### src/rtl/sdd_pkg.sv
// Shared types for the swapping differentiating DAC controller.
// Assumes: two banks only, indexed 0 (A) and 1 (B).
package sdd_pkg;
    typedef enum logic {
        PH_EVEN = 1'b0,
        PH_ODD  = 1'b1
    } phase_e;

    localparam int NUM_BANKS = 2;
endpackage

### src/rtl/sdd_phase.sv
// Even/odd sample index tracker.
// Toggles on every clock out of reset; reset returns it to even.
// Assumes one input word per clock.
module sdd_phase
    import sdd_pkg::*;
(
    input  logic   clk,
    input  logic   rst_n,
    output phase_e phase_o
);
    // Flip the index parity once per captured word.
    always_ff @(posedge clk) begin
        if (!rst_n) phase_o <= PH_EVEN;
        else        phase_o <= (phase_o == PH_EVEN) ? PH_ODD : PH_EVEN;
    end
endmodule

### src/rtl/sdd_hist.sv
// One-word history register: holds the word captured on the previous edge.
// Assumes the word before the first one after reset is zero.
module sdd_hist #(
    parameter int CODE_W = 7
) (
    input  logic              clk,
    input  logic              rst_n,
    input  logic [CODE_W-1:0] din,
    output logic [CODE_W-1:0] prev_o
);
    // Remember the current word for use by the next edge.
    always_ff @(posedge clk) begin
        if (!rst_n) prev_o <= '0;
        else        prev_o <= din;
    end
endmodule

### src/rtl/sdd_steer.sv
// Decides which bank plays the new word positive on the coming edge.
// pos_o[i] = 1 means bank i loads the new word with negate 0, and
// pos_o[i] = 0 means bank i loads the previous word with negate 1.
// Assumes exactly two banks; the result is always one-hot.
module sdd_steer
    import sdd_pkg::*;
#(
    parameter bit SWAP_EN = 1'b1
) (
    input  phase_e                 phase_i,
    output logic [NUM_BANKS-1:0]   pos_o
);
    // Bank A takes even words (or every word in bypass); bank B takes odd words when swapping.
    always_comb begin
        pos_o[0] = !SWAP_EN || (phase_i == PH_EVEN);
        pos_o[1] =  SWAP_EN && (phase_i == PH_ODD);
    end
endmodule

### src/rtl/sdd_bank.sv
// Output register pair (code and negate flag) for one DAC bank.
// Loads either the new word positive or the previous word negated.
// Assumes the caller guarantees only one bank loads the new word per edge.
module sdd_bank #(
    parameter int CODE_W  = 7,
    parameter bit RST_NEG = 1'b0
) (
    input  logic              clk,
    input  logic              rst_n,
    input  logic              take_new,
    input  logic [CODE_W-1:0] new_code,
    input  logic [CODE_W-1:0] old_code,
    output logic [CODE_W-1:0] code_o,
    output logic              neg_o
);
    // Register this bank's code and polarity for the next sample period.
    always_ff @(posedge clk) begin
        if (!rst_n) begin
            code_o <= '0;
            neg_o  <= RST_NEG;
        end else if (take_new) begin
            code_o <= new_code;
            neg_o  <= 1'b0;
        end else begin
            code_o <= old_code;
            neg_o  <= 1'b1;
        end
    end
endmodule

### src/rtl/swap_diff_dac_ctrl.sv
// Top of the swapping differentiating DAC controller.
// Each clock: the new word is sent positive to one bank, and the previous word
// is sent negated to the other bank. The summed output is x[n] - x[n-1].
// With SWAP_EN the banks trade roles every clock; without it A is always positive.
// Assumes one signed word per clock; all outputs are registered on the same edge.
module swap_diff_dac_ctrl
    import sdd_pkg::*;
#(
    parameter int CODE_W  = 7,
    parameter bit SWAP_EN = 1'b1
) (
    input  logic              clk,
    input  logic              rst_n,
    input  logic [CODE_W-1:0] din,
    output logic [CODE_W-1:0] a_code,
    output logic              a_neg,
    output logic [CODE_W-1:0] b_code,
    output logic              b_neg
);
    phase_e                 phase;
    logic [CODE_W-1:0]      prev_word;
    logic [NUM_BANKS-1:0]   pos_sel;
    logic [CODE_W-1:0]      bank_code [NUM_BANKS];
    logic [NUM_BANKS-1:0]   bank_neg;

    sdd_phase u_phase (
        .clk     (clk),
        .rst_n   (rst_n),
        .phase_o (phase)
    );

    sdd_hist #(.CODE_W(CODE_W)) u_hist (
        .clk    (clk),
        .rst_n  (rst_n),
        .din    (din),
        .prev_o (prev_word)
    );

    sdd_steer #(.SWAP_EN(SWAP_EN)) u_steer (
        .phase_i (phase),
        .pos_o   (pos_sel)
    );

    for (genvar gi = 0; gi < NUM_BANKS; gi++) begin : g_bank
        sdd_bank #(
            .CODE_W  (CODE_W),
            .RST_NEG (gi == 1)
        ) u_bank (
            .clk      (clk),
            .rst_n    (rst_n),
            .take_new (pos_sel[gi]),
            .new_code (din),
            .old_code (prev_word),
            .code_o   (bank_code[gi]),
            .neg_o    (bank_neg[gi])
        );
    end

    // Map the bank array onto the named output ports.
    always_comb begin
        a_code = bank_code[0];
        a_neg  = bank_neg[0];
        b_code = bank_code[1];
        b_neg  = bank_neg[1];
    end
endmodule

### config.mk
export PLATFORM = sky130hd
export DESIGN_NAME = swap_diff_dac_ctrl
export DESIGN_NICKNAME = d
export VERILOG_FILES = /design/src/rtl/sdd_pkg.sv /design/src/rtl/sdd_phase.sv /design/src/rtl/sdd_hist.sv /design/src/rtl/sdd_steer.sv /design/src/rtl/sdd_bank.sv /design/src/rtl/swap_diff_dac_ctrl.sv
export SDC_FILE = /design/constraint.sdc
export NUM_CORES = 1
export LEC_CHECK = 0
export BUFFER_PORTS_ARGS = -buffer_cell sky130_fd_sc_hd__buf_2
export CORE_MARGIN = 2
export CORE_UTILIZATION = 45
export CTS_BUF_LIST = sky130_fd_sc_hd__clkbuf_4 sky130_fd_sc_hd__clkbuf_8
export CTS_CLUSTER_DIAMETER = 80
export DETAILED_ROUTE_END_ITERATION = 10
export MAX_ROUTING_LAYER = met4
export PLACE_DENSITY = 0.72
export SLEW_MARGIN = 20
export SYNTH_ARGS = -nofsm -noshare
export SYNTH_HDL_FRONTEND = slang
export SYNTH_SLANG_ARGS = --single-unit
### constraint.sdc
create_clock -name clk -period 1.1 [get_ports clk]
set_input_delay 0.11 -clock clk [delete_from_list [all_inputs] [get_ports clk]]
set_output_delay 0.11 -clock clk [all_outputs]
set_load 0.01 [all_outputs]
=== Word-level counts from Yosys, hierarchy flattened ===
Index checks and enable logic that the tools add are counted.

* Word-level logic and storage cells: 10
* Output and inout port bits: 16
* Bits in registers: 24

* Muxes and demuxes: 4

{| class="wikitable"
|+ Operator list
! kind !! number
|-
| 7-bit two-way mux || 2
|-
| 1-bit two-way mux || 2
|}

=== Depth between registers and ports, before layout ===
* Word-level depth: 1
* Mapped depth: 4
* Mapped depth without buffers: 2

=== Hierarchy ===
From an unflattened synthesis, not the netlist that was laid out.

* Cell total of the unflattened synthesis: 66
* Area total of the unflattened synthesis: 812.0 um^2

{| class="wikitable"
|+ Modules (own cells, without submodules)
! module !! sequential area each (um^2) !! cells an instance !! area an instance (um^2) !! times used
|-
| sdd_bank (g_bank[0].u_bank) || 160.2 || 24 || 294.0 || 1
|-
| sdd_bank (g_bank[1].u_bank) || 160.2 || 24 || 289.0 || 1
|-
| sdd_hist || 140.1 || 14 || 183.9 || 1
|-
| sdd_phase || 20.0 || 2 || 33.8 || 1
|-
| sdd_steer || 0.0 || 2 || 11.3 || 1
|}

=== Least setup slack after synthesis ===
OpenSTA, ideal clock, no wires.

* Path type: reg2reg
* Start: register u_phase.phase_o
* End: register g_bank[1].u_bank.code_o[0]
* Library setup time: 0.116 ns
* Stages on the path, launching flop included: 5
* Data arrival time: 0.784 ns
* Data required time: 0.984 ns
* Slack: 0.200 ns
* Cells stage by stage: dfxtp_1 buf_6 buf_12 mux2i_1 nor2b_1

* Cells in the longest elaborated chain, start to end: 1

{| class="wikitable"
|+ RTL lines
! item !! line !! source
|-
| start: declaration || sdd_phase.sv:9 || <nowiki>output phase_e phase_o</nowiki>
|-
| start signal: assignment || sdd_phase.sv:14 || <nowiki>else phase_o <= (phase_o == PH_EVEN) ? PH_ODD : PH_EVEN;</nowiki>
|-
| 7-bit two-way mux || sdd_bank.sv:21 || <nowiki>end else if (take_new) begin</nowiki>
|-
| end signal: assignment || sdd_bank.sv:22 || <nowiki>code_o <= new_code;</nowiki>
|-
| end signal: assignment || sdd_bank.sv:25 || <nowiki>code_o <= old_code;</nowiki>
|-
| end: declaration || sdd_bank.sv:13 || <nowiki>output logic [CODE_W-1:0] code_o,</nowiki>
|}

Every way passes these cells.
A chain may end at the register's enable or synchronous reset.

=== Worst setup path in the final report ===
* Start: register u_phase.phase_o
* End: register g_bank[1].u_bank.code_o[6]

Same word-level chain as after synthesis.

==> impl_metrics.toml <==
[route]
vias_per_cell = 4.29
first_pass_iters = 2
dr.first_iter.drc_count = 1
drc = 0
routedWlPerCell_um = 9.59
wl_mm = 1.12
num_vias = 502
drtAntennaViolNets = 0

[global_routing]
antenna_found_initial = 0
grt-ovfl-total = 0
grt_pass1_vias = 437
grt.total_usage = 0.128
grt_start_max_net_pins = 24
grt_pass1_wl_mm = 1.81

[cells_and_area]
area_growth_pct = 22.3
finalNonFillerCells = 117
stdcell_area_um2 = 987
antenna_cells = 0
nets = 102
final_util = 0.578
fillers = 157
drive_gt1_frac = 0.337

[worst_setup_path]
end_kind = "flop"
worstSetupPathType = "flop to flop"
worstPathMaxFanout = 12
critical_path_arrival_ns = 1.16
cp_data_required_time_ns = 1.31
start_kind = "flop"

[timing]
fin_crit_ns = 0.957
clock_skew_ns = 0.0108
relSlewSlack = 0.821
fmax_mhz = 1050
slew_viol_final = 0
setup-violations-final = 0
rsz0062_at_grt = "false"
hold_viol = 0
fin_crit_sh = 0.870
fin_ws_ns = 0.143
tightest_slew_ns = 0.269
fin_setup_tns_ns = 0

[clock_network]
cts-root-buf = "clkbuf_4"
clock_latency_ns = 0.31
cts.repair.resized = 0
holdBufCountCts = 0
clk_pin_slew_worst_paths_ns = 0.13
h-tree-depth = 1
cts_buffers = 3
cts_setup_buffers = 0
cts_tree = "built"
cts.path.max_buffers = 2
cts_sinks = 24

[pwr]
powerDensity_nw_per_um2 = 1760
peakVddDrop_mv = 1.21
p_leak_nw = 0.468

[logic_synthesis]
synth_compound_area_frac = 0
yosysTopAreaCell = "dfxtp_1"
ys_ff_latch = 24
synth_mux_area_frac = 0.174
synth_cells = 66
yosys.area_share.xor_xnor = 0
syn_avg_cell_area_um2 = 12.2
synth_top_family_by_area = "simple AND/OR/NAND/NOR gates"
synth-adder-area-share = 0
yosys.area_share.simple = 0.178
yosys_warnings = 0
syn-num-nets = 75
synth_area_leaders = "dfxtp_1 (60%), mux2i_1 (17%), nor2b_1 (11%)"
synth.top_cell.area_share = 0.595
synth.yosys.seq_area_share = 0.595
ys_types = 10
synth_area_um2 = 807

[run]
drv_cap = 0

[status]
outcome = "complete, no violations"

[floorplan]
chipHeight_um = 46.4
io-pin-count = 25
die_w_um = 46.4
initial_core_util = 0.473
die_area_um2 = 2150
rows = 15
coreArea_um2 = 1710

[min_path]
hold_class = "primary input to flop"

[place]
gp_congestion = 0.597
placed_cells = 113
postPlaceCellArea_um2 = 935
hpwl_um = 796
pre_cts_ws_ns = 0.152
numPortBuffers = 24
## layout make-up
cell class                 count  area (um2)  area share
sequential                    24         480       0.487
timing repair buffer          26         135       0.137
clock inverter                 1        30.0      0.0304
multi-input combinational     37         284       0.288
clock buffer                   3        22.5      0.0228
tap                           25        31.3      0.0317
inverter                       1        3.75     0.00380
## final timing paths
path                                                              end  slack [ns]  depth (start not counted)                         from
worst max-delay path            g_bank[1].u_bank.code_o[6]$_SDFF_PN0_        0.14                          3   u_phase.phase_o$_SDFF_PN0_
worst max register to register  g_bank[1].u_bank.code_o[6]$_SDFF_PN0_        0.14                          3   u_phase.phase_o$_SDFF_PN0_
worst min register to register  g_bank[1].u_bank.code_o[5]$_SDFF_PN0_        0.54                          2  u_hist.prev_o[5]$_SDFF_PN0_
worst min-delay path                      u_hist.prev_o[3]$_SDFF_PN0_        0.02                          2                       din[3]
## state kept, by name, indices dropped and copies added, names as in the netlist
register              flops
u_hist.prev_o             7
u_phase.phase_o           1
g_bank.u_bank.neg_o       2
g_bank.u_bank.code_o     14
## layout by cell type (no fill, tap or decap), drive strengths merged
cell type,count
and2,7
and2b,1
buf,26
bufinv,1
clkbuf,3
dfxtp,24
inv,1
mux2i,14
nand2,1
nor2b,14
## kinds of logic after synthesis
family | Yosys count
flip-flops | 24
buffers and inverters | 5
multiplexers | 14
AND/OR/NAND/NOR | 23
## metrics by stage
stage                     total power [mW]  hold slack, ns
after CTS                             1.76          0.0104
final                                 1.73          0.0207
after detailed placement              1.14           0.346
after floorplan                       1.08           0.232
after global routing                  1.83         0.00810
after global placement                1.13           0.342
## Yosys cell counts, drive strengths merged
| cell type | count |
|---|---|
| and2b | 1 |
| buf | 2 |
| nor2b | 14 |
| nand2 | 1 |
| and2 | 7 |
| inv | 1 |
| mux2i | 14 |
| clkbuf | 2 |
| dfxtp | 24 |
## routing by layer
metal,global-route usage,up-vias,wire length (um)
met4,0.0857,0,8
met2,0.197,15,537
met1,0.149,225,506
met5,-,-,0
li1,-,260,-
met3,0.0235,2,70
## critical path: stages (launching register included)
cell and delay [ns]:
dfxtp_1 0.35, buf_4 0.21, mux2i_1 0.22, nor2b_1 0.07
## report_power, final
part | total [mW] | internal, mW | switching (mW)
sequential | 0.937 | 0.922 | 0.0150
combinational | 0.176 | 0.0910 | 0.0848
clock | 0.621 | 0.368 | 0.252
No activity file was read; power rests on OpenSTA's default activity.
